### config.mk
export PLATFORM = sky130hd
export DESIGN_NAME = oep_xfer_tracker
export DESIGN_NICKNAME = d
export VERILOG_FILES = /design/src/rtl/oep_pkg.sv /design/src/rtl/oep_size_ctr.sv /design/src/rtl/oep_pkt_ctr.sv /design/src/rtl/oep_ctrl.sv /design/src/rtl/oep_xfer_tracker.sv
export SDC_FILE = /design/constraint.sdc
export NUM_CORES = 1
export LEC_CHECK = 0
export BUFFER_PORTS_ARGS = -buffer_cell sky130_fd_sc_hd__buf_2
export CAP_MARGIN = 20
export CORE_MARGIN = 2
export CORE_UTILIZATION = 45
export CTS_BUF_LIST = sky130_fd_sc_hd__clkbuf_16
export DETAILED_ROUTE_END_ITERATION = 10
export MAX_ROUTING_LAYER = met4
export PLACE_DENSITY_LB_ADDON = 0.1
export RECOVER_POWER = 100
export SKIP_LAST_GASP = 1
export SLEW_MARGIN = 20
export SYNTH_ARGS = -nofsm -noshare
export SYNTH_HDL_FRONTEND = slang
export SYNTH_SLANG_ARGS = --single-unit
export TNS_END_PERCENT = 50
### constraint.sdc
create_clock -name clk -period 6.9 [get_ports clk]
set_clock_uncertainty 0.2 [all_clocks]
set_input_delay 1.38 -clock clk [delete_from_list [all_inputs] [get_ports clk]]
set_output_delay 1.38 -clock clk [all_outputs]
set_load 0.01 [all_outputs]
### src/rtl/oep_pkg.sv
package oep_pkg;
  localparam int FIELD_W = 2;

  typedef enum logic [FIELD_W-1:0] {
    PID_DATA0 = 2'b00,
    PID_DATA2 = 2'b01,
    PID_DATA1 = 2'b10,
    PID_MDATA = 2'b11
  } data_pid_e;
endpackage

### src/rtl/oep_size_ctr.sv
module oep_size_ctr #(
  parameter int SIZE_W  = 19,
  parameter int BYTES_W = 11
) (
  input  logic              clk,
  input  logic              rst,
  input  logic              en_i,
  input  logic              load_i,
  input  logic [SIZE_W-1:0] load_val_i,
  input  logic              drain_i,
  input  logic [BYTES_W-1:0] drain_bytes_i,
  output logic [SIZE_W-1:0] size_o,
  output logic [SIZE_W-1:0] size_nxt_o
);
  localparam int PAD_W = SIZE_W - BYTES_W;

  logic [SIZE_W-1:0] size_q;
  logic [SIZE_W-1:0] size_d;
  logic [SIZE_W-1:0] drain_ext;

  generate
    if (PAD_W > 0) begin : g_pad
      assign drain_ext = {{PAD_W{1'b0}}, drain_bytes_i};
    end else begin : g_nopad
      assign drain_ext = drain_bytes_i[SIZE_W-1:0];
    end
  endgenerate

  always_comb begin
    size_d = size_q;
    if (!en_i) begin
      if (load_i) size_d = load_val_i;
    end else if (drain_i) begin
      if (drain_ext >= size_q) size_d = '0;
      else                     size_d = size_q - drain_ext;
    end
  end

  always_ff @(posedge clk) begin
    if (rst) size_q <= '0;
    else     size_q <= size_d;
  end

  assign size_o     = size_q;
  assign size_nxt_o = size_d;

  AST_SIZE_NO_WRAP: assert property (@(posedge clk) disable iff (rst)
    (en_i && drain_i) |=> (size_q <= $past(size_q)));
  AST_SIZE_HELD_IDLE: assert property (@(posedge clk) disable iff (rst)
    (!en_i && !load_i) |=> $stable(size_q));
endmodule

### src/rtl/oep_pkt_ctr.sv
module oep_pkt_ctr
  import oep_pkg::*;
#(
  parameter int PCNT_W = 10
) (
  input  logic               clk,
  input  logic               rst,
  input  logic               en_i,
  input  logic               load_i,
  input  logic [PCNT_W-1:0]  load_cnt_i,
  input  logic [FIELD_W-1:0] load_field_i,
  input  logic               commit_i,
  input  logic [FIELD_W-1:0] pid_i,
  input  logic               setup_i,
  output logic [PCNT_W-1:0]  pcnt_o,
  output logic [PCNT_W-1:0]  pcnt_nxt_o,
  output logic [FIELD_W-1:0] field_o
);
  logic [PCNT_W-1:0]  pcnt_q, pcnt_d;
  logic [FIELD_W-1:0] field_q, field_d;

  always_comb begin
    pcnt_d  = pcnt_q;
    field_d = field_q;
    if (!en_i) begin
      if (load_i) begin
        pcnt_d  = load_cnt_i;
        field_d = load_field_i;
      end
    end else if (commit_i) begin
      if (pcnt_q != '0) pcnt_d = pcnt_q - 1'b1;
      field_d = pid_i;
    end else if (setup_i && field_q != '0) begin
      field_d = field_q - 1'b1;
    end
  end

  always_ff @(posedge clk) begin
    if (rst) begin
      pcnt_q  <= '0;
      field_q <= '0;
    end else begin
      pcnt_q  <= pcnt_d;
      field_q <= field_d;
    end
  end

  assign pcnt_o     = pcnt_q;
  assign pcnt_nxt_o = pcnt_d;
  assign field_o    = field_q;

  AST_PCNT_STEP: assert property (@(posedge clk) disable iff (rst)
    (en_i && commit_i && pcnt_q != '0) |=> (pcnt_q == PCNT_W'($past(pcnt_q) - 1'b1)));
  AST_PID_CAPTURE: assert property (@(posedge clk) disable iff (rst)
    (en_i && commit_i) |=> (field_q == $past(pid_i)));
  AST_SETUP_FLOOR: assert property (@(posedge clk) disable iff (rst)
    (en_i && setup_i && !commit_i && field_q == '0) |=> (field_q == '0));
endmodule

### src/rtl/oep_ctrl.sv
module oep_ctrl #(
  parameter int SIZE_W = 19,
  parameter int PCNT_W = 10
) (
  input  logic              clk,
  input  logic              rst,
  input  logic              arm_i,
  input  logic [SIZE_W-1:0] size_nxt_i,
  input  logic [PCNT_W-1:0] pcnt_nxt_i,
  input  logic              irq_clr_i,
  output logic              en_o,
  output logic              done_o,
  output logic              irq_o
);
  logic en_q, done_q, irq_q;
  logic size_empty, pcnt_empty, finish, irq_set;

  assign size_empty = (size_nxt_i == '0);
  assign pcnt_empty = (pcnt_nxt_i == '0);
  assign finish     = en_q && (size_empty || pcnt_empty);
  assign irq_set    = en_q && size_empty;

  always_ff @(posedge clk) begin
    if (rst) begin
      en_q   <= 1'b0;
      done_q <= 1'b0;
      irq_q  <= 1'b0;
    end else begin
      done_q <= finish;
      if (en_q)       en_q <= !finish;
      else if (arm_i) en_q <= !size_empty && !pcnt_empty;
      if (irq_set)        irq_q <= 1'b1;
      else if (irq_clr_i) irq_q <= 1'b0;
    end
  end

  assign en_o   = en_q;
  assign done_o = done_q;
  assign irq_o  = irq_q;

  AST_DONE_SINGLE: assert property (@(posedge clk) disable iff (rst)
    done_q |=> !done_q);
  AST_DONE_ON_DISARM: assert property (@(posedge clk) disable iff (rst)
    $fell(en_q) |-> done_q);
  AST_IRQ_STICKY: assert property (@(posedge clk) disable iff (rst)
    (irq_q && !irq_clr_i) |=> irq_q);
  AST_ARM_EMPTY: assert property (@(posedge clk) disable iff (rst)
    (!en_q && arm_i && size_nxt_i == '0) |=> !en_q);
endmodule

### src/rtl/oep_xfer_tracker.sv
module oep_xfer_tracker
  import oep_pkg::*;
#(
  parameter int SIZE_W  = 19,
  parameter int PCNT_W  = 10,
  parameter int BYTES_W = 11
) (
  input  logic               clk,
  input  logic               rst,
  input  logic               sw_load,
  input  logic [SIZE_W-1:0]  sw_size,
  input  logic [PCNT_W-1:0]  sw_pkts,
  input  logic [FIELD_W-1:0] sw_field,
  input  logic               sw_arm,
  input  logic               rx_commit,
  input  logic [FIELD_W-1:0] rx_pid,
  input  logic               rx_setup,
  input  logic               drain_valid,
  input  logic [BYTES_W-1:0] drain_bytes,
  input  logic               irq_clear,
  output logic [SIZE_W-1:0]  xfer_size,
  output logic [PCNT_W-1:0]  pkt_count,
  output logic [FIELD_W-1:0] pid_field,
  output logic               ep_enabled,
  output logic               xfer_done,
  output logic               irq
);
  logic [SIZE_W-1:0] size_nxt;
  logic [PCNT_W-1:0] pcnt_nxt;
  logic              en;

  oep_size_ctr #(.SIZE_W(SIZE_W), .BYTES_W(BYTES_W)) u_size (
    .clk(clk), .rst(rst), .en_i(en), .load_i(sw_load), .load_val_i(sw_size),
    .drain_i(drain_valid), .drain_bytes_i(drain_bytes),
    .size_o(xfer_size), .size_nxt_o(size_nxt)
  );

  oep_pkt_ctr #(.PCNT_W(PCNT_W)) u_pkt (
    .clk(clk), .rst(rst), .en_i(en), .load_i(sw_load), .load_cnt_i(sw_pkts),
    .load_field_i(sw_field), .commit_i(rx_commit), .pid_i(rx_pid),
    .setup_i(rx_setup), .pcnt_o(pkt_count), .pcnt_nxt_o(pcnt_nxt),
    .field_o(pid_field)
  );

  oep_ctrl #(.SIZE_W(SIZE_W), .PCNT_W(PCNT_W)) u_ctrl (
    .clk(clk), .rst(rst), .arm_i(sw_arm), .size_nxt_i(size_nxt),
    .pcnt_nxt_i(pcnt_nxt), .irq_clr_i(irq_clear),
    .en_o(en), .done_o(xfer_done), .irq_o(irq)
  );

  assign ep_enabled = en;

  AST_LOCKED_WHILE_ARMED: assert property (@(posedge clk) disable iff (rst)
    (en && !drain_valid && !rx_commit) |=> $stable(xfer_size) && $stable(pkt_count));
endmodule

Word-level counts from Yosys, hierarchy flattened
Cells that the tools add are included.
Widths: inputs -> output; s select.
Cells by class
  equal/unequal tests: 1
  muxes and demuxes: 16
  add/sub/neg operators: 3
  reductions and logical operators: 15
  order comparisons: 1
Operators by type and width (number)
  $mux 19: 4
  $mux 10: 4
  $ge 11x19->1: 1
  $logic_not 19->1: 1
  $sub 19x11->19: 1
  $logic_not 10->1: 1
  $reduce_bool 10->1: 1
  $sub 10x1->10 const B: 1
  $mux 2: 4
  $reduce_bool 2->1: 3
  $logic_and 1x1->1: 4
  $mux 1: 4
  $logic_not 1->1: 3
  $ne 3x3->1 const B: 1
  $reduce_and 2->1: 1
  $sub 2x1->2 const B: 1
  $logic_or 1x1->1: 1
Word-level totals
  output and inout port bits: 34
  register bits after elaboration: 34
  bits of input ports: 52
  logic and storage cells: 42

Depth between registers and ports, before layout
Gate-level depths: netlist of run 1.
  depth after elaboration: 9
  gate-level depth with buffers: 12
  mapped depth without buffers: 12

Cells and area by module
Synthesis of run 1 repeated with hierarchy kept, for this count alone.
Unflattened totals
  cell total of the unflattened synthesis: 422
  area, all modules: 3158.0 um^2
By module, submodules not included
  oep_size_ctr: instances 1, seq. area each 380.4 um^2, cells an instance 281, area an instance 2080.7 um^2
  oep_pkt_ctr: instances 1, seq. area each 240.2 um^2, cells an instance 118, area an instance 900.9 um^2
  oep_ctrl: instances 1, seq. area each 60.1 um^2, cells an instance 23, area an instance 176.4 um^2

Worst setup path before layout of run 1
No wires, ideal clock.
  path type: input -> register
  from: input drain_bytes[0]
  to: register u_ctrl.en_q, in the netlist u_ctrl.en_o
  arrival time: 3.852 ns
  stages on the path: 11
  path buffers: 0
  data required time: 6.584 ns
  library setup time: 0.116 ns
  slack: 2.733 ns
  cell sequence: ha_1 inv_1 fa_1 a21o_1 a221oi_4 xnor2_1 mux2_4 or4b_4 o41ai_4 nand4_1 and3_1
On the way
  word-level cells in the longest chain between the ends: 9
  elaborated cells on any way between the ends: 13
  classes of those cells: add/sub: 1; order compare: 1; mux: 5; reduce/logical: 6
Ends and longest elaborated chain
  start: declaration: line oep_xfer_tracker.sv:19  | input logic [BYTES_W-1:0] drain_bytes,
  $sub 19x11->19 or $ge 11x19->1 (tied branches): line oep_size_ctr.sv:35, oep_size_ctr.sv:34
  $mux 19 (*): line oep_size_ctr.sv:34  | if (drain_ext >= size_q) size_d = '0;
  $mux 19 (*): line oep_size_ctr.sv:33  | end else if (drain_i) begin
  $mux 19 (*): line oep_size_ctr.sv:31  | if (!en_i) begin
  $logic_not 19->1 (*): line oep_ctrl.sv:18  | assign size_empty = (size_nxt_i == '0);
  $logic_not 1->1 or $logic_or 1x1->1 (tied branches): line oep_ctrl.sv:31, oep_ctrl.sv:20
  $logic_and 1x1->1 (on tied branches): line oep_ctrl.sv:31, oep_ctrl.sv:20
  $mux 1 or $logic_not 1->1 (tied branches): line oep_ctrl.sv:31, oep_ctrl.sv:30
  $mux 1 (*): line oep_ctrl.sv:30  | if (en_q) en_q <= !finish;
  end signal: assignment: line oep_ctrl.sv:30
  end signal: assignment: line oep_ctrl.sv:31  | else if (arm_i) en_q <= !size_empty && !pcnt_empty;
  end: declaration: line oep_ctrl.sv:15  | logic en_q, done_q, irq_q;
Every way passes the cells marked *; elsewhere a longest branch is shown, timed or not.
A chain may end at the register's enable or synchronous reset.

Final worst setup path of run 1
  from: input sw_load
  to: register u_ctrl.done_q, in the netlist u_ctrl.done_o
On the way
  word-level cells in the longest chain between the ends: 5
  elaborated cells on any way between the ends: 8
  classes of those cells: mux: 4; reduce/logical: 4
Ends and longest elaborated chain
  start: declaration: line oep_xfer_tracker.sv:10  | input logic sw_load,
  $mux 19 or $mux 10 (tied branches): line oep_size_ctr.sv:32, oep_pkt_ctr.sv:26
  $mux 19 or $mux 10 (tied branches): line oep_size_ctr.sv:31, oep_pkt_ctr.sv:25
  $logic_not 19->1 or $logic_not 10->1 (tied branches): line oep_ctrl.sv:18, oep_ctrl.sv:19
  $logic_or 1x1->1 (*): line oep_ctrl.sv:20  | assign finish = en_q && (size_empty || pcnt_empty);
  $logic_and 1x1->1 (*): line oep_ctrl.sv:20
  end signal: assignment: line oep_ctrl.sv:29  | done_q <= finish;
  end: declaration: line oep_ctrl.sv:15
Marked as above.

==> out/results.env, run 1 <==
RUN_STATUS='complete, but fails checks'
FAILED_CHECKS='capacitance limit, slew limit'
SWSHARE=0.357
TIMING.SLEW.HEADROOM=-0.270
DRIVE_ABOVE_1_SHARE=0.147
NETLIST.AREA_LEADER.SHARE=0.230
HOLD_PATH.STARTPOINT='u_pkt.field_o[1]'
DIE_H_UM=85.2
GRT_START_MAX_NET_PINS=47
SYNTH_AREA_LEADERS='sky130_fd_sc_hd__dfxtp_1, sky130_fd_sc_hd__nor2_1, sky130_fd_sc_hd__mux2i_1'
MAXCAPVIOLATIONS=2
CTS.HTREE.LEVELS=2
YOSYS-MUX-AREA-FRACTION=0.105
COMB_POWER_SHARE=0.368
RSZ0062_AT_GRT='false'
POST_CTS_REPAIR_SETUP_BUFFERS=0
REGTOREGSETUPSLACK_PS=2780
DRCVIOLATIONCOUNT=0
SYNTH_CELL_TYPE_COUNT=63
SYNTH_EDF_COUNT=0
TOTAL_SWITCHING_POWER_uW=280
YOSYSWARNINGCOUNT=0
BOUNDARYPINS=86
DOMINANT_COMBINATIONAL_CELL_FAMILY_BY_AREA_AFTER_SYNTHESIS='simple AND/OR/NAND/NOR gates'
DIODES=0
SYNTHADDERAREAFRAC=0.0616
SYNTH_AREA_PER_CELL_UM2=7.53
PWR_DENSITY_CELL_mW_PER_MM2=224
GP_CONGESTION=0.901
TIGHTEST_SLEW_PS=1910
FP.DIEW_UM=85.2
DESIGN.CORE.AREA_MM2=0.00635
SEQPWRFRAC=0.312
ANTENNA_VIOLATING_NETS_POST_ROUTE=0
CRITICAL_PATH.STARTPOINT='sw_load'
INITIAL_CORE_UTIL=0.467
DETAIL_ROUTE.FIRST_PASS.ITERATIONS=4
ENDPOINTS_FAILING_SETUP=0
CRIT_END_ELEMENT='flop'
HP-CLASS='flop to flop'
CRIT_PATH_END='u_ctrl.done_o'
WORST_R2R_ENDPOINT='u_ctrl.done_o'
DRT_WL_TOTAL_MM=8.49
SYNTH_MOST_COMMON_CELL='sky130_fd_sc_hd__nor2_1'
FINALHOLDVIOLATIONS=0
CLOCK_ROOT_BUFFER='sky130_fd_sc_hd__clkbuf_16'
PLACEMENT.IO_BUFFERS=85
FIRST_ITER_VIOLATIONS=133
P_LEAK_nW=1.56
CLK_PIN_SLEW_PS=50
VDD.IR_DROP.WORST_uV=121
YOSYS.AREA_SHARE.SIMPLE=0.266
FILLCELLCOUNT=661
CPMAXSTAGEDELAYCELL='sky130_fd_sc_hd__clkbuf_1'
CTS-ROOT-TO-SINK-BUFFERS=2
SYNTHDOMINANTAREACELLTYPE='sky130_fd_sc_hd__dfxtp_1'
POSTSYNTH.TOPFLOPCELL='sky130_fd_sc_hd__dfxtp_1'
CRIT_ARRIVAL_PS=5010
NUMBER_OF_BUFFERS_AND_INVERTERS_ON_THE_CRITICAL_PATH=2
GRT_FIRST_PASS_WIRELENGTH_MM=14.0
WORST_R2R_PATH_DEPTH=9
SYN2LAYOUT_AREA_GROWTH_PCT=18.1
POWER_REPORT.INTERNAL_TOTAL_uW=505
SYNTHARSTFLOPSHARE=0
VIAS_PER_CELL=5.64
DETAILEDPLACEMENTHPWL_MM=6.46
WORSTPATHCELLLIST='clkbuf_1, clkbuf_1, mux2i_1, a31oi_1, nor4_1, nand2_1, nor4_1, o211a_1, nand4_1, a211oi_1'
SYNTH_XOR_XNOR_AREA_SHARE=0.0473
CLKLATENCYLATEPIN_PS=280
DIEAREA_MM2=0.00725
TOTAL_OVERFLOW_REPORTED_BY_THE_GLOBAL_ROUTER=0
POWER_AFTER_LAYOUT_uW=785
CTS-RESIZED-GATES=0
WL_PER_CELL_UM=15.5
NUMCLOCKSINKS=34
DPL_WORST_SLACK_PS=2420
SYN_INST=394
SYNTH-SEQ-CELLS=34
WORST_SLACK_PS=1870
NNETSFINAL=536
KIND_OF_CELL_ADDING_THE_MOST_DELAY_TO_THE_CRITICAL_PATH='buffers and inverters'
FINAL-MAX-SLEW-VIOLATION-COUNT=47
ROUTE.VIAS.TOTAL=3087
MAX_FREQ_MHz=199
RR_STARTPOINT='u_ctrl.en_o'
SYNTH_SEQ_AREA_SHARE=0.230
SYNTH_COMMON_CELLS='sky130_fd_sc_hd__nor2_1, sky130_fd_sc_hd__dfxtp_1, sky130_fd_sc_hd__a21oi_1'
FINAL.SETUP.TNS_PS=0
ANTENNA_FOUND_INITIAL=0
MAPPEDNETLISTAREA_MM2=0.00297
WORSTPATHREQUIRED_PS=6880
CTS_BUFFERS=5
FIN_CRIT_PS=5030
SYNTH_COMPOUND_GATE_AREA_SHARE=0.236
CORE.ROWCOUNT=29
GRT_USAGE=0.247
TIMING.HOLD.WORST_PATH_DEPTH=2
CRITICAL_PATH_CLASS='input port to flop'
CRITICAL_PATH.MAX_STAGE_DELAY_PS=1150
CP_MAX_FO=24
POWER_FRAC_CLOCK=0.320
GRT_PASS1_VIAS=2833
CTS-HOLD-FIX-BUFFERS=0
POSTSYNTHNETCOUNT=460
WORST-PATH-STAGES=10
CTS_TREE='done'
STARTPOINT_CLASS_OF_THE_CRITICAL_PATH='input port'
TIMING.FINAL.CRIT_SHARE=0.730
-- metal layers --
layer	share of wire	routed length, µm	global-route usage	up-vias
met3	0.066	558	0.0457	6
met2	0.44	3700	0.364	99
met4	0.0080	68	0.0548	0
li1	-	-	-	1579
met1	0.49	4160	0.351	1403
met5	0	0	-	-
-- tightest hold or removal path, cell delays in order (launching register included) --
cell	delay, ps
sky130_fd_sc_hd__dfxtp_1	320
sky130_fd_sc_hd__nand2_1	60
sky130_fd_sc_hd__a21oi_1	50
-- metrics by stage --
stage | util | hold WS (ps) | area [µm²] | std cells
2_1_floorplan | - | 289 | 2970 | 394
3_3_place_gp | 0.538 | 261 | 3420 | 540
3_5_place_dp | 0.538 | 263 | 3420 | 540
4_1_cts | 0.563 | 270 | 3570 | 547
5_1_grt | 0.551 | 289 | 3500 | 547
6_report | 0.551 | 275 | 3500 | 547
-- registers in the layout, summed over array words and instances (netlist names) --
register / cells
u_size.size_o: 19
u_pkt.pcnt_o: 10
u_pkt.field_o: 2
u_ctrl.done_o: 1
u_ctrl.en_o: 1
u_ctrl.irq_o: 1
-- worst min path at each step --
stage,end,slack (ps)
floorplan,u_ctrl.irq_o,290
global placement,u_pkt.field_o[1],260
detailed placement,u_pkt.field_o[1],260
CTS,u_pkt.field_o[1],270
global route,u_pkt.field_o[1],290
finish,u_pkt.field_o[1],270
-- power by group through the flow --
stage | Clock, mW | Combinational [mW] | Sequential (mW)
5_1_grt | 0.264 | 0.325 | 0.249
3_3_place_gp | 0 | 0.292 | 0.247
6_report | 0.251 | 0.289 | 0.245
3_5_place_dp | 0 | 0.294 | 0.248
2_1_floorplan | 0 | 0.208 | 0.250
4_1_cts | 0.253 | 0.296 | 0.244
-- final cells by class --
type                       count  area, µm²  area share
multi-input combinational    322       2100       0.600
inverter                      20       75.1      0.0214
tap                           77       96.3      0.0275
clock buffer                   5        125      0.0357
timing repair buffer          87        389       0.111
sequential                    34        681       0.194
clock inverter                 2       33.8     0.00965
-- kinds of logic after synthesis --
kind of cell,after synthesis
adder cells (fa/ha/maj),14
buffers and inverters,38
XOR/XNOR,16
multiplexers,30
AND/OR/NAND/NOR,163
AO/OA/AOI/OAI,99
flip-flops,34
-- cell usage in the layout, fill, tap and decap left out, types with 5 or more instances in the layout --
cell                         n
sky130_fd_sc_hd__mux2_2      5
sky130_fd_sc_hd__dfxtp_1    34
sky130_fd_sc_hd__ha_1       13
sky130_fd_sc_hd__o21ai_0    18
sky130_fd_sc_hd__buf_2      50
sky130_fd_sc_hd__nand4_1     8
sky130_fd_sc_hd__a21oi_1    32
sky130_fd_sc_hd__nor2b_1     7
sky130_fd_sc_hd__nor2_1     66
sky130_fd_sc_hd__a211oi_1    7
sky130_fd_sc_hd__nand2_1    31
sky130_fd_sc_hd__inv_1      20
sky130_fd_sc_hd__nor4_1     10
sky130_fd_sc_hd__mux2i_1    23
sky130_fd_sc_hd__o211a_1     6
sky130_fd_sc_hd__xnor2_1    12
sky130_fd_sc_hd__nor3_1     11
sky130_fd_sc_hd__a31oi_1     5
sky130_fd_sc_hd__clkbuf_16   5
sky130_fd_sc_hd__clkbuf_1   37
No activity file was read; power rests on OpenSTA's default activity.
==> run 2: changes to the inputs <==
- ABC_AREA: unset -> 1
- clock period: 6.9 -> 5.2 ns (I/O delays scaled with it)
==> run 2 against run 1 <==
  * The run still ends with capacitance limit, slew limit left
  * Routed wire length increased by 11%
  * Critical path depth decreased by 1
  * Non-clock buffer count decreased by 1
  * Sequential share of layout area decreased by 1.1 points
  * Total power increased by 25%
  * Register-to-register slack got worse by 1400 ps
  * Sequential power increased by 29%
  * Flip-flop and latch count unchanged
  * Via count increased by 20%
  * Die area increased by 7.4%
  * Clock power increased by 14%
  * Clock-buffer cell count unchanged
  * Critical path type is now flop to flop
  * Critical endpoint unchanged
  * Largest cell class unchanged
  * Largest power group unchanged
==> out/results.env, run 2 <==
RUN_STATUS='complete, but fails checks'
FAILED_CHECKS='capacitance limit, slew limit'
GP_CONGESTION=0.936  # +3.9%
CRITICAL_PATH_CLASS='flop to flop'
DESIGN.CORE.AREA_MM2=0.00683  # +7.6%
SYNTH_SEQ_AREA_SHARE=0.213  # -0.0165
SYNTH_AREA_LEADERS='sky130_fd_sc_hd__dfxtp_1, sky130_fd_sc_hd__nand2_1, sky130_fd_sc_hd__inv_1'
TOTAL_SWITCHING_POWER_uW=389  # +39%
POWER_FRAC_CLOCK=0.291  # -0.029
VIAS_PER_CELL=5.14  # -8.9%
COMB_POWER_SHARE=0.387  # +0.019
WL_PER_CELL_UM=13.1  # -16%
ANTENNA_VIOLATING_NETS_POST_ROUTE=0  # unchanged
CTS_BUFFERS=5  # unchanged
YOSYSWARNINGCOUNT=0  # unchanged
MAX_FREQ_MHz=260
FIN_UTIL=0.542  # -0.00957
SYNTH-SEQ-CELLS=34  # unchanged
CLKLATENCYLATEPIN_PS=280  # about the same
NETLIST.AREA_LEADER.SHARE=0.213  # -0.0165
MAPPEDNETLISTAREA_MM2=0.00319  # +7.7%
DPL.CELL_COUNT=715  # +32%
CTS_TREE='done'
CRIT_ARRIVAL_PS=3850  # -1160 ps
DRIVE_ABOVE_1_SHARE=0.132  # -0.0144
GRT_FIRST_PASS_WIRELENGTH_MM=14.9  # +6.0%
POST_CTS_REPAIR_SETUP_BUFFERS=0  # unchanged
SWSHARE=0.396  # +0.0385
DRCVIOLATIONCOUNT=0  # unchanged
FINALHOLDVIOLATIONS=0  # unchanged
CTS-RESIZED-GATES=0  # unchanged
CRIT_END_ELEMENT='flop'
NNETSFINAL=692  # +29%
GRT_USAGE=0.249  # +0.00252
SYNTH_EDF_COUNT=0  # unchanged
RR_STARTPOINT='u_ctrl.en_o'
FINAL_DESIGN_AREA_NO_FILL_MM2=0.00370  # +5.7%
DETAILEDPLACEMENTHPWL_MM=7.28  # +13%
VDD.IR_DROP.WORST_uV=143  # +18%
SYNTHDOMINANTAREACELLTYPE='sky130_fd_sc_hd__dfxtp_1'
LAYOUT_COMMONEST_CELL='sky130_fd_sc_hd__nand2_1'
FIRST_ITER_VIOLATIONS=187  # +41%
CLK_PIN_SLEW_PS=50  # about the same
GRT_START_MAX_NET_PINS=47  # unchanged
CTS-HOLD-FIX-BUFFERS=0  # unchanged
SYNTH_AREA_PER_CELL_UM2=5.82  # -23%
NUMCLOCKSINKS=34  # unchanged
HOLD-WORST-SLACK_PS=291  # +15.8 ps
WORSTPATHREQUIRED_PS=5200  # -1680 ps
HP-CLASS='flop to flop'
DPL_WORST_SLACK_PS=1680  # -744 ps
INSTANCES_NO_FILL=723  # +32%
SYNTH_MOST_COMMON_CELL='sky130_fd_sc_hd__nand2_1'
CP_MAX_FO=38  # +58%
SYNTH_COMMON_CELLS='sky130_fd_sc_hd__nand2_1, sky130_fd_sc_hd__inv_1, sky130_fd_sc_hd__nor2_1'
DIE_H_UM=88.3  # +3.6%
CORE.ROWCOUNT=30  # +3.4%
SYNTH_CELL_TYPE_COUNT=42  # -33%
DETAIL_ROUTE.FIRST_PASS.ITERATIONS=5  # +1
TOTAL_OVERFLOW_REPORTED_BY_THE_GLOBAL_ROUTER=0  # unchanged
LARGEST_REGISTER_FFS=19  # unchanged
SYN2LAYOUT_AREA_GROWTH_PCT=15.9
POSTSYNTH.TOPFLOPCELL='sky130_fd_sc_hd__dfxtp_1'
CTS.HTREE.LEVELS=2  # unchanged
WORST_SLACK_PS=1360  # -511 ps
FINAL.SETUP.TNS_PS=0  # unchanged
CLOCK_ROOT_BUFFER='sky130_fd_sc_hd__clkbuf_16'
ENDPOINTS_FAILING_SETUP=0  # unchanged
RSZ0062_AT_GRT='false'
CRITICAL_PATH.STARTPOINT='u_ctrl.en_o'
PLACEMENT.IO_BUFFERS=85  # unchanged
POWER_REPORT.INTERNAL_TOTAL_uW=594  # +18%
FIN_CRIT_PS=3840
P_LEAK_nW=1.90  # +22%
POST_DP_CELL_AREA_MM2=0.00368  # +7.7%
GRT_PASS1_VIAS=3163  # +12%
ANTENNA_FOUND_INITIAL=0  # unchanged
SYN_INST=549  # +39%
DIEAREA_MM2=0.00779  # +7.4%
ROUTE.VIAS.TOTAL=3718  # +20%
CTS-ROOT-TO-SINK-BUFFERS=2  # unchanged
FINAL-MAX-SLEW-VIOLATION-COUNT=39  # -17%
INITIAL_CORE_UTIL=0.468  # +0.000587
PWR_DENSITY_CELL_mW_PER_MM2=266  # +19%
DIODES=0  # unchanged
MAXCAPVIOLATIONS=1  # -1
TIGHTEST_SLEW_PS=1640  # -263 ps
FP.DIEW_UM=88.3  # +3.6%
HOLD_PATH.STARTPOINT='u_pkt.field_o[1]'
SYNTHARSTFLOPSHARE=0  # unchanged
BOUNDARYPINS=86  # unchanged
SEQPWRFRAC=0.322  # +0.010
LAYOUT.CELLS.MOST_COMMON_LIST='sky130_fd_sc_hd__nand2_1, sky130_fd_sc_hd__inv_1, sky130_fd_sc_hd__nor2_1'
TIMING.SLEW.HEADROOM=-0.0952  # +0.175
DRT_WL_TOTAL_MM=9.46  # +11%
POSTSYNTHNETCOUNT=615  # +34%
TIMING.FINAL.CRIT_SHARE=0.739
POWER_AFTER_LAYOUT_uW=983  # +25%
STARTPOINT_CLASS_OF_THE_CRITICAL_PATH='flop'
[run 2: cell count changes in the layout (fill, tap and decap cells not counted), moves of 6 or more]
cell                      before  now
sky130_fd_sc_hd__nand2_1      31  140
sky130_fd_sc_hd__inv_1        20   77
sky130_fd_sc_hd__nand3_1       4   37
sky130_fd_sc_hd__o21ai_0      18   43
sky130_fd_sc_hd__a21oi_1      32   56
sky130_fd_sc_hd__mux2i_1      23    0
sky130_fd_sc_hd__xnor2_1      12    0
sky130_fd_sc_hd__nor4_1       10    1
sky130_fd_sc_hd__inv_2         0    8
sky130_fd_sc_hd__nor2b_1       7    0
sky130_fd_sc_hd__nor3_1       11    5
sky130_fd_sc_hd__o211a_1       6    0
[run 2: power by group through the flow]
stage | registers [mW] | logic [mW] | clock network (mW)
global placement | 0.321 | 0.393 | 0
detailed placement | 0.321 | 0.395 | 0
CTS | 0.316 | 0.398 | 0.288
global route | 0.320 | 0.434 | 0.299
floorplan | 0.324 | 0.281 | 0
finish | 0.317 | 0.381 | 0.286
[run 2: kinds of logic after synthesis]
| family | after synthesis | synth area share |
|---|---|---|
| XOR/XNOR | 5 | 0.0137 |
| flip-flops | 34 | 0.213 |
| AO/OA/AOI/OAI | 116 | 0.199 |
| AND/OR/NAND/NOR | 277 | 0.392 |
| adder cells (fa/ha/maj) | 14 | 0.0572 |
| buffers and inverters | 103 | 0.125 |
[run 2: worst paths after layout]
| path | endpoint | slack [ps] | depth (start not counted) |
|---|---|---|---|
| max | u_ctrl.done_o | 1360 | 9 |
| min | u_pkt.field_o[1] | 290 | 2 |
| max reg2reg | u_ctrl.done_o | 1360 | 9 |
| min reg2reg | u_pkt.field_o[1] | 290 | 2 |
[run 2: critical path: stages (launching register included)]
cell	delay, ps
sky130_fd_sc_hd__dfxtp_1	560
sky130_fd_sc_hd__clkbuf_1	1230
sky130_fd_sc_hd__inv_1	680
sky130_fd_sc_hd__a21oi_1	270
sky130_fd_sc_hd__o21ai_0	110
sky130_fd_sc_hd__nand2_1	120
sky130_fd_sc_hd__nand3_1	100
sky130_fd_sc_hd__nor3_1	200
sky130_fd_sc_hd__nand2_1	110
sky130_fd_sc_hd__a21oi_1	160
[run 2: layer usage]
layer	part of all wire	track usage	vias up
met2	0.44	0.379	125
met3	0.066	0.0457	9
li1	-	-	1933
met4	0.010	0.0537	0
met1	0.48	0.346	1651
met5	0	-	-
[run 2: cell type report]
type                            instances  area (µm²)
Inverter                               87         329
Timing Repair Buffer                   86         387
Sequential cell                        34         681
Clock inverter                          3        12.5
Multi-Input combinational cell        412        2050
Tap cell                               96         120
Fill cell                             783        3130
Clock buffer                            5         125
==> run 3: changes to the inputs <==
- clock period: 5.2 -> 4.03 ns (I/O delays scaled with it)
==> run 3 against run 2 <==
  * The flow now finishes without violations
  * Utilization increased by 0.70 points
  * Register-to-register slack worse by 180 ps
  * Total power grew 28%
  * Flip-flop and latch count unchanged
  * Setup slack worse by 550 ps
  * Routed wire length decreased by 0.51%
  * Final cell count is 0.28% lower
  * First-iteration DRC count grew 18%
  * Clock-buffer cell count unchanged
  * Sequential power grew 29%
==> out/results.env, run 3 (same netlist as run 2, synthesis figures left out) <==
RUN_STATUS='finished, final reports clean'
TIGHTEST_SLEW_PS=1230  # -418 ps
CRITICAL_PATH.MAX_STAGE_DELAY_PS=720  # -510 ps
SYN2LAYOUT_AREA_GROWTH_PCT=17.4
CTS_TREE='done'
WORSTPATHREQUIRED_PS=4030  # -1170 ps
DIE_H_UM=88.3  # unchanged
SWSHARE=0.392  # -0.00356
CRIT_END_ELEMENT='flop'
DPL.CELL_COUNT=715  # unchanged
ENDPOINTS_FAILING_SETUP=0  # unchanged
NUMCLOCKSINKS=34  # unchanged
MAXCAPVIOLATIONS=0  # -1
LAYOUT.CELLS.MOST_COMMON_LIST='sky130_fd_sc_hd__nand2_1, sky130_fd_sc_hd__inv_1, sky130_fd_sc_hd__nor2_1'
HOLD_PATH.STARTPOINT='u_pkt.field_o[1]'
DETAILEDPLACEMENTHPWL_MM=7.30  # +0.21%
NNETSFINAL=692  # unchanged
GRT_START_MAX_NET_PINS=47  # unchanged
STARTPOINT_CLASS_OF_THE_CRITICAL_PATH='input port'
ANTENNA_VIOLATING_NETS_POST_ROUTE=0  # unchanged
P_LEAK_nW=1.90  # +0.21%
ANTENNA_FOUND_INITIAL=0  # unchanged
SEQPWRFRAC=0.324  # +0.002
DESIGN.CORE.AREA_MM2=0.00683  # unchanged
VIAS_PER_CELL=5.10  # -0.80%
DRT_WL_TOTAL_MM=9.41  # -0.51%
CTS.HTREE.LEVELS=2  # unchanged
CTS-ROOT-TO-SINK-BUFFERS=2  # unchanged
CP_MAX_FO=46  # +21%
CLK_PIN_SLEW_PS=50  # about the same
CLOCK_ROOT_BUFFER='sky130_fd_sc_hd__clkbuf_16'
FIRST_ITER_VIOLATIONS=220  # +18%
TIMING.HOLD.WORST_PATH_DEPTH=2  # unchanged
HOLD-WORST-SLACK_PS=306  # +15.1 ps
CRITICAL_PATH_CLASS='input port to flop'
MAX_FREQ_MHz=310
FIN_CRIT_PS=3230
PWR_DENSITY_CELL_mW_PER_MM2=337  # +27%
WORST_R2R_PATH_DEPTH=15  # +6
RR_STARTPOINT='u_pkt.pcnt_o[0]'
FINAL-MAX-SLEW-VIOLATION-COUNT=0  # -100%
INSTANCES_NO_FILL=721  # -0.28%
RSZ0062_AT_GRT='false'
PLACEMENT.IO_BUFFERS=85  # unchanged
TOTAL_OVERFLOW_REPORTED_BY_THE_GLOBAL_ROUTER=0  # unchanged
ROUTE.VIAS.TOTAL=3678  # -1.1%
CPMAXSTAGEDELAYCELL='sky130_fd_sc_hd__inv_1'
POST_DP_CELL_AREA_MM2=0.00368  # unchanged
WORST_R2R_ENDPOINT='u_ctrl.en_o'
DETAIL_ROUTE.FIRST_PASS.ITERATIONS=4  # -1
VDD.IR_DROP.WORST_uV=183  # +28%
LARGEST_REGISTER_FFS=19  # unchanged
GP_CONGESTION=0.932  # -0.43%
FINAL.SETUP.TNS_PS=0  # unchanged
INITIAL_CORE_UTIL=0.468  # unchanged
HOLD_PATH_END='u_pkt.field_o[1]'
COMB_POWER_SHARE=0.397  # +0.010
CTS-RESIZED-GATES=0  # unchanged
DIODES=0  # unchanged
CTS_BUFFERS=5  # unchanged
BOUNDARYPINS=86  # unchanged
GRT_USAGE=0.255  # +0.00572
POWER_FRAC_CLOCK=0.279  # -0.012
POWER_AFTER_LAYOUT_mW=1.26  # +28%
POWER_REPORT.INTERNAL_TOTAL_uW=768  # +29%
GRT_FIRST_PASS_WIRELENGTH_MM=15.2  # +2.6%
HP-CLASS='flop to flop'
CLKLATENCYLATEPIN_PS=270  # about the same
POST_CTS_REPAIR_SETUP_BUFFERS=0  # unchanged
TIMING.SLEW.HEADROOM=0.182  # +0.277
WORSTPATHCELLLIST='clkbuf_1, inv_1, o21ai_0, nand2_1, nor2_1, nand2_1, nor2_1, nand3_2, o21ai_0'
DIEAREA_MM2=0.00779  # unchanged
GRT_PASS1_VIAS=3283  # +3.8%
REGTOREGSETUPSLACK_PS=1180  # -180 ps
CRIT_ARRIVAL_PS=3220  # -630 ps
WL_PER_CELL_UM=13.0  # -0.23%
TIMING.FINAL.CRIT_SHARE=0.800
LAYOUT_COMMONEST_CELL='sky130_fd_sc_hd__nand2_1'
CORE.ROWCOUNT=30  # unchanged
DRCVIOLATIONCOUNT=0  # unchanged
FINAL_DESIGN_AREA_NO_FILL_MM2=0.00375  # +1.3%
FP.DIEW_UM=88.3  # unchanged
TOTAL_SWITCHING_POWER_uW=495  # +27%
DRIVE_ABOVE_1_SHARE=0.146  # +0.0132
FINALHOLDVIOLATIONS=0  # unchanged
CTS-HOLD-FIX-BUFFERS=0  # unchanged
==> run 3: changes by cell type in the layout (fill, tap and decap cells not counted), sizes merged <==
cell,delta
clkinv,-1
inv,-1
==> run 3: final cells by class <==
type / instances / area (µm²)
fillers: 763 / 3080
multi-input cells: 412 / 2100
flip-flops and latches: 34 / 681
repair buffers: 86 / 389
inverters: 87 / 329
clock buffers: 5 / 125
well taps: 96 / 120
clock inverters: 1 / 3.75
==> run 3: stage by stage <==
step	utilization	worst slack (ps)
6_report	0.549	805
5_1_grt	0.549	425
4_1_cts	0.557	1060
3_5_place_dp	0.538	774
3_3_place_gp	0.538	754
2_1_floorplan	-	1180
==> run 3: worst max-delay path by stage <==
stage                        start      endpoint  slack (ps)  depth (start not counted)
global route               sw_load  u_ctrl.irq_o         420                          9
CTS                 drain_bytes[0]   u_ctrl.en_o        1060                         17
finish                     sw_load  u_ctrl.irq_o         800                          9
floorplan           drain_bytes[0]   u_ctrl.en_o        1180                         16
detailed placement  drain_bytes[0]   u_ctrl.en_o         770                         17
global placement    drain_bytes[0]   u_ctrl.en_o         750                         17
==> run 3: critical path, delay by kind of cell <==
family / cells / cell delay (ps)
AO/OA/AOI/OAI: 2 / 690
AND/OR/NAND/NOR: 5 / 530
buffers and inverters: 2 / 1190
==> run 3: layer usage <==
layer / share of wire / routed length [µm] / vias to the layer above / global-route usage
met5: 0 / 0 / - / -
met4: 0.016 / 155 / 0 / 0.0634
met3: 0.062 / 587 / 12 / 0.0336
met2: 0.44 / 4110 / 117 / 0.392
met1: 0.48 / 4550 / 1618 / 0.355
li1: - / - / 1931 / -
==> run 3: power by group through the flow <==
stage | logic (mW) | registers, mW | clock network [mW]
after floorplan | 0.362 | 0.418 | 0
after global placement | 0.507 | 0.415 | 0
after detailed placement | 0.510 | 0.415 | 0
final | 0.501 | 0.409 | 0.352
after CTS | 0.514 | 0.408 | 0.359
after global routing | 0.574 | 0.413 | 0.371
